--- config.mk ---
export PLATFORM = sky130hd
export DESIGN_NAME = lockunit_top
export DESIGN_NICKNAME = d
export VERILOG_FILES = /design/src/rtl/lockunit_pkg.sv /design/src/rtl/lockunit_rr_arb.sv /design/src/rtl/lockunit_store.sv /design/src/rtl/lockunit_rsp.sv /design/src/rtl/lockunit_top.sv
export SDC_FILE = /design/constraint.sdc
export NUM_CORES = 1
export LEC_CHECK = 0
export BUFFER_PORTS_ARGS = -buffer_cell sky130_fd_sc_hd__clkbuf_2
export CORE_ASPECT_RATIO = 1.1
export CORE_MARGIN = 5
export CORE_UTILIZATION = 45
export DETAILED_ROUTE_END_ITERATION = 12
export GPL_ROUTABILITY_DRIVEN = 0
export HOLD_SLACK_MARGIN = 0.08
export PLACE_DENSITY = 0.73
export SKIP_LAST_GASP = 1
export SYNTH_ARGS = -nofsm -noshare
export SYNTH_HDL_FRONTEND = slang
export SYNTH_SLANG_ARGS = --single-unit
--- constraint.sdc ---
create_clock -name clk -period 5.2 [get_ports clk]
set_input_delay 1.04 -clock clk [delete_from_list [all_inputs] [get_ports clk]]
set_output_delay 1.04 -clock clk [all_outputs]
set_load 0.05 [all_outputs]
--- src/rtl/lockunit_pkg.sv ---
package lockunit_pkg;

    typedef enum logic [1:0] {
        OP_TAS  = 2'd0,
        OP_XCHG = 2'd1,
        OP_FREE = 2'd2,
        OP_PEEK = 2'd3
    } lk_op_e;

endpackage

--- src/rtl/lockunit_rr_arb.sv ---
module lockunit_rr_arb #(
    parameter int N  = 4,
    parameter int PW = (N > 1) ? $clog2(N) : 1
) (
    input  logic          clk,
    input  logic          rst_n,
    input  logic [N-1:0]  req,
    output logic [N-1:0]  gnt,
    output logic [PW-1:0] gnt_idx,
    output logic          gnt_any
);

    typedef struct packed {
        logic [PW-1:0] ptr;
    } arb_st_t;

    arb_st_t st_d, st_q;

    always_comb begin
        st_d    = st_q;
        gnt     = '0;
        gnt_idx = '0;
        gnt_any = 1'b0;
        // Descending offsets: the smallest offset from the pointer wins.
        for (int off = N - 1; off >= 0; off--) begin
            if (req[(int'(st_q.ptr) + off) % N]) begin
                gnt_idx = PW'((int'(st_q.ptr) + off) % N);
                gnt_any = 1'b1;
            end
        end
        if (gnt_any) begin
            gnt[gnt_idx] = 1'b1;
            st_d.ptr     = (int'(gnt_idx) == N - 1) ? '0 : gnt_idx + PW'(1);
        end
    end

    always_ff @(posedge clk or negedge rst_n) begin
        if (!rst_n) st_q <= '0;
        else        st_q <= st_d;
    end

    // a single grant, and only to a requester
    assert_single_grant_R7: assert property (@(posedge clk) disable iff (!rst_n)
        $onehot0(gnt));
    assert_grant_needs_req_R7: assert property (@(posedge clk) disable iff (!rst_n)
        (gnt & ~req) == '0);
    // the port granted last cycle never wins while another port competes
    assert_rotate_R8: assert property (@(posedge clk) disable iff (!rst_n)
        ($past(gnt_any) && ($countones(req) > 1)) |-> (gnt_idx != $past(gnt_idx)));

endmodule

--- src/rtl/lockunit_store.sv ---
module lockunit_store
    import lockunit_pkg::*;
#(
    parameter int NLOCK = 8,
    parameter int DW    = 8,
    parameter int LW    = (NLOCK > 1) ? $clog2(NLOCK) : 1
) (
    input  logic          clk,
    input  logic          rst_n,
    input  logic          en,
    input  lk_op_e        op,
    input  logic [LW-1:0] idx,
    input  logic [DW-1:0] wdata,
    output logic [DW-1:0] result
);

    typedef struct packed {
        logic [NLOCK-1:0][DW-1:0] mem;
    } st_t;

    st_t st_d, st_q;
    logic [DW-1:0] cur;

    always_comb begin
        st_d   = st_q;
        cur    = st_q.mem[idx];
        result = cur;
        if (en) begin
            unique case (op)
                OP_TAS: begin
                    if (cur == '0) begin
                        st_d.mem[idx] = DW'(1);
                        result        = DW'(1);
                    end else begin
                        result        = '0;
                    end
                end
                OP_XCHG: st_d.mem[idx] = wdata;
                OP_FREE: st_d.mem[idx] = '0;
                OP_PEEK: ;
                default: ;
            endcase
        end
    end

    always_ff @(posedge clk or negedge rst_n) begin
        if (!rst_n) st_q <= '0;
        else        st_q <= st_d;
    end

    assert_tas_take_R2: assert property (@(posedge clk) disable iff (!rst_n)
        (en && op == OP_TAS && st_q.mem[idx] == '0) |=> (st_q.mem[$past(idx)] == DW'(1)));
    assert_tas_hold_R3: assert property (@(posedge clk) disable iff (!rst_n)
        (en && op == OP_TAS && st_q.mem[idx] != '0) |=> (st_q.mem == $past(st_q.mem)));
    assert_xchg_store_R4: assert property (@(posedge clk) disable iff (!rst_n)
        (en && op == OP_XCHG) |=> (st_q.mem[$past(idx)] == $past(wdata)));
    assert_free_clear_R5: assert property (@(posedge clk) disable iff (!rst_n)
        (en && op == OP_FREE) |=> (st_q.mem[$past(idx)] == '0));
    assert_peek_keep_R6: assert property (@(posedge clk) disable iff (!rst_n)
        (!en || op == OP_PEEK) |=> (st_q.mem == $past(st_q.mem)));

endmodule

--- src/rtl/lockunit_rsp.sv ---
module lockunit_rsp #(
    parameter int NPORT = 4,
    parameter int DW    = 8
) (
    input  logic                clk,
    input  logic                rst_n,
    input  logic [NPORT-1:0]    fire,
    input  logic [DW-1:0]       result,
    output logic [NPORT-1:0]    rsp_valid,
    output logic [NPORT*DW-1:0] rsp_data
);

    typedef struct packed {
        logic [NPORT-1:0]         vld;
        logic [NPORT-1:0][DW-1:0] dat;
    } st_t;

    st_t st_d, st_q;

    always_comb begin
        st_d     = st_q;
        st_d.vld = fire;
        for (int p = 0; p < NPORT; p++) begin
            if (fire[p]) st_d.dat[p] = result;
        end
    end

    always_ff @(posedge clk or negedge rst_n) begin
        if (!rst_n) st_q <= '0;
        else        st_q <= st_d;
    end

    assign rsp_valid = st_q.vld;

    generate
        for (genvar g = 0; g < NPORT; g++) begin : g_lane
            assign rsp_data[g*DW +: DW] = st_q.dat[g];
        end
    endgenerate

    // at most one response strobe at a time
    assert_one_rsp_R9: assert property (@(posedge clk) disable iff (!rst_n)
        $onehot0(rsp_valid));

endmodule

--- src/rtl/lockunit_top.sv ---
module lockunit_top
    import lockunit_pkg::*;
#(
    parameter  int NPORT = 4,
    parameter  int NLOCK = 8,
    parameter  int DW    = 8,
    localparam int LW    = (NLOCK > 1) ? $clog2(NLOCK) : 1
) (
    input  logic                clk,
    input  logic                rst_n,
    input  logic [NPORT-1:0]    req_valid,
    output logic [NPORT-1:0]    req_ready,
    input  logic [2*NPORT-1:0]  req_op,
    input  logic [NPORT*LW-1:0] req_idx,
    input  logic [NPORT*DW-1:0] req_wdata,
    output logic [NPORT-1:0]    rsp_valid,
    output logic [NPORT*DW-1:0] rsp_data
);

    localparam int PW = (NPORT > 1) ? $clog2(NPORT) : 1;

    logic [NPORT-1:0] arb_req, gnt;
    logic [PW-1:0]    gnt_idx;
    logic             gnt_any;
    lk_op_e           sel_op;
    logic [LW-1:0]    sel_idx;
    logic [DW-1:0]    sel_wdata, result;

    assign arb_req   = req_valid & {NPORT{rst_n}};
    assign req_ready = gnt;

    lockunit_rr_arb #(.N(NPORT), .PW(PW)) u_arb (
        .clk     (clk),
        .rst_n   (rst_n),
        .req     (arb_req),
        .gnt     (gnt),
        .gnt_idx (gnt_idx),
        .gnt_any (gnt_any)
    );

    always_comb begin
        sel_op    = lk_op_e'(req_op[gnt_idx*2 +: 2]);
        sel_idx   = req_idx[gnt_idx*LW +: LW];
        sel_wdata = req_wdata[gnt_idx*DW +: DW];
    end

    lockunit_store #(.NLOCK(NLOCK), .DW(DW), .LW(LW)) u_store (
        .clk    (clk),
        .rst_n  (rst_n),
        .en     (gnt_any),
        .op     (sel_op),
        .idx    (sel_idx),
        .wdata  (sel_wdata),
        .result (result)
    );

    lockunit_rsp #(.NPORT(NPORT), .DW(DW)) u_rsp (
        .clk       (clk),
        .rst_n     (rst_n),
        .fire      (gnt),
        .result    (result),
        .rsp_valid (rsp_valid),
        .rsp_data  (rsp_data)
    );

    // response follows the handshake by one cycle, on the same port
    assert_rsp_follows_R9: assert property (@(posedge clk) disable iff (!rst_n)
        (|(req_valid & req_ready)) |=> (rsp_valid == $past(req_valid & req_ready)));
    assert_no_stray_rsp_R9: assert property (@(posedge clk) disable iff (!rst_n)
        !(|(req_valid & req_ready)) |=> (rsp_valid == '0));

endmodule

==> run summary <==
Status: finished clean
Crit path DAT: 5.22 ns
1st-pass router iterations: 6
Vias in the first global route: 5075
Register share of total power: 31.9%
Combinational power share: 48.8%
Cells after Synth: 552
Avg Inst Size Synth: 10.2 sq um
Buffers on Ports: 97
Max-cap violation count: 0
Post-synth ARST share: 100%
Final setup viols: 0
P_leak: 3.00 nW
Post-layout util: 53.7%
First-pass GRT wire length: 27.0 mm
Adder-cell area share of the yosys netlist: 1.77%
Worst vdd ir: 0.379 mV
Synth warnings: 0
Initial antenna violation count: 2
RSZ-0062 raised after global routing: false
Initial core utilization: 45.2%
Final ANT Viol Nets: 0
Total grt overflow: 0
# clock sinks: 102
Core area: 0.0125 sq mm
Skew final: 0.0100 ns
Die W: 117 microns
Clock power share: 19.3%
DIE HEIGHT: 127 microns
Post-synth EDFFs: 0
First DRT Iteration DRCs: 704
Drt drc: 0
Slew @ Worst Pin: 1.11 ns
Most frequent cells in the layout: dfrtp_1 (102), clkbuf_2 (96), nand2_1 (74)
Fin. Hold Viols: 0
Setup CP Type: in2reg
Sw Pwr: 1.73 mW
Req. time, crit path: 5.45 ns
Top FF cell, synth: dfrtp_1
Post-synthesis mux area share: 9.40%
Pre-CTS WS: 0.0252 ns
Part of the Yosys area used for sequential elements: 45.2%
Clk_lat worst skew: 0.35 ns
CTS tree: done
Area of the multi-input gates: 0.00293 sq mm
Layout overhead on the synthesized area: 18.8%
Synth Area in XOR/XNOR: 0%
Largest stage delay on the critical path: 0.73 ns
DR vias/cell: 6.41
Dpl hpwl: 12.9 mm
Post-Synth Simple-Gate Area: 14.7%
Worst setup EP type: flop
Internal power: 1.88 mW
Critical Path Start Type: primary input
Largest net degree at the start of global routing: 60
Die area: 0.0149 sq mm
Clk buf depth: 2
Via count: 5245
Post-DR wirelength/cell: 21.1 microns
Clk Tree Root Cell: clkbuf_16
Fin nets: 722
#FFs+latches synth: 102
Htree depth: 3
Commonest non-fill, non-tap cell in the layout: dfrtp_1
Crit path cell chain: clkbuf_2 > nor2b_1 > mux4_2 > nor3_4 > buf_4 > o211ai_1 > nand2_1 > a211oi_1 > nor4_1 > nand4b_1 > o31ai_2 > nand3_1 > o2bb2ai_1
Setup TNS: 0 ns
Max Clk Rate: 201 MHz
Peak fanout along the critical path: 11
Pwr/cell area: 539 mW/mm^2
Complex-gate fraction of the synthesized area: 25.8%
Post-Syn Nets: 618
Synth unique cells: 55
Reg clk slew, reported paths: 0.08 ns
Final critical-path share of the clock period: 95.5%
Layout cells sized above 1: 27.5%
Layout fillers: 1091
Post-Syn Area: 0.00564 sq mm
HP Class: reg2reg
Max stage delay cell, worst path: o31ai_2
Wirelength, routed: 17.2 mm
Min cycle time layout: 4.96 ns
Sw frac: 47.9%
Pins over their slew limit: 0
TritonCTS Buffers: 9
GRT Util Overall: 23.2%
Seq. cell area: 0.00255 sq mm
Num rows: 43
Largest family of logic cells by synthesized area: compound AO/OA/AOI/OAI gates
Final WS setup: 0.236 ns
# diodes: 0
I/O Pins: 98
Slew headroom: 25.6%
worst paths after layout:
path	startpoint	endpoint	slack [ns]	depth (start not counted)
max	req_valid[0]	u_store.st_q[37]	0.24	13
min	u_rsp.rsp_data[8]	u_rsp.rsp_data[8]	0.49	2
max reg2reg	u_arb.st_q[0]	u_store.st_q[37]	0.61	11
min reg2reg	u_rsp.rsp_data[8]	u_rsp.rsp_data[8]	0.49	2
max in group asynchronous	rst_n	u_store.st_q[59]	3.21	3
min in group asynchronous	rst_n	u_rsp.rsp_data[31]	0.92	2
power by group through the flow:
stage	registers, mW	clock network [mW]	logic [mW]
global route	1.17	0.733	1.88
floorplan	1.44	0	0.943
CTS	1.15	0.700	1.74
global placement	1.15	0	1.69
finish	1.15	0.697	1.77
detailed placement	1.16	0	1.73
per-layer routing:
metal  share of wire (%)  routed length [microns]  GRT usage (%)  vias up
li1                    -                        -              -     2323
met1                  40                     6890           30.5     2504
met2                  47                     8100           37.9      352
met3                 9.2                     1590           4.31       62
met4                 3.7                      639           8.84        4
met5                0.16                       27              0        -
timing repair:
| item | in CTS | in global routing |
|---|---|---|
| gates resized for setup | 0 | 1 |
| setup endpoints to repair | 0 | 2 |
| endpoints found under the hold margin | 0 | 0 |
| setup buffers | 0 | 0 |
| hold buffers | 0 | 0 |
synthesized netlist by cell type (2+ instances only):
| cell | count | area share [%] |
|---|---|---|
| mux4_2 | 11 | 4.4 |
| o211a_1 | 6 | 1.1 |
| a21boi_0 | 4 | 0.53 |
| dfrtp_1 | 102 | 45 |
| nor4_1 | 2 | 0.22 |
| nand4_1 | 4 | 0.44 |
| clkbuf_1 | 8 | 0.53 |
| or4_1 | 4 | 0.53 |
| buf_1 | 7 | 0.47 |
| ha_1 | 8 | 1.8 |
| a21oi_1 | 13 | 1.2 |
| o22ai_1 | 2 | 0.22 |
| mux2i_1 | 8 | 1.4 |
| nor2b_1 | 5 | 0.55 |
| o211ai_1 | 19 | 2.5 |
| and3_1 | 4 | 0.44 |
| o21ai_4 | 8 | 2.3 |
| inv_1 | 18 | 1.2 |
| or2_2 | 2 | 0.22 |
| o21ai_0 | 36 | 3.2 |
| nand2b_1 | 2 | 0.22 |
| nand3_1 | 41 | 3.6 |
| nor3_1 | 7 | 0.62 |
| a31oi_1 | 6 | 0.67 |
| nand2_1 | 74 | 4.9 |
| a211oi_1 | 5 | 0.67 |
| o2bb2ai_1 | 64 | 9.9 |
| o2111ai_1 | 4 | 0.62 |
| nor2_1 | 21 | 1.4 |
| mux2_2 | 18 | 3.6 |
| o32ai_1 | 2 | 0.31 |
| o31ai_1 | 5 | 0.67 |
| buf_2 | 10 | 0.89 |
metrics by stage:
step / hold slack (ns) / area [sq um] / std cells / total power [mW]
2_1_floorplan: 0.448 / 5650 / 552 / 2.39
3_3_place_gp: 0.460 / 6390 / 802 / 2.85
3_5_place_dp: 0.470 / 6390 / 802 / 2.89
4_1_cts: 0.488 / 6700 / 818 / 3.59
5_1_grt: 0.521 / 6710 / 818 / 3.79
6_report: 0.486 / 6710 / 818 / 3.62
critical path, delay by kind of cell:
| kind | cells | cell delay, ns |
|---|---|---|
| AOI/OAI and AO/OA | 4 | 1.35 |
| buffers and inverters | 2 | 0.33 |
| muxes | 1 | 0.50 |
| and+or+nand+nor | 6 | 1.98 |
flip-flops by register name, indices dropped and copies added (netlist names):
signal,count
u_rsp.rsp_valid,4
u_arb.st_q,2
u_store.st_q,64
u_rsp.rsp_data,32
kinds of logic after synthesis:
kind of cell	count (synthesis)
AO/OA/AOI/OAI	186
adder cells (fa/ha/maj)	8
buffers and inverters	44
flip-flops	102
multiplexers	37
AND/OR/NAND/NOR	175
cell type report:
class	instances	area share [%]
flip-flops and latches	102	38.1
well taps	157	2.93
clock inverters	7	1.21
multi-input cells	406	43.7
clock buffers	9	3.36
repair buffers	118	9.63
inverters	19	1.06
(Power assumes the default switching activity.)
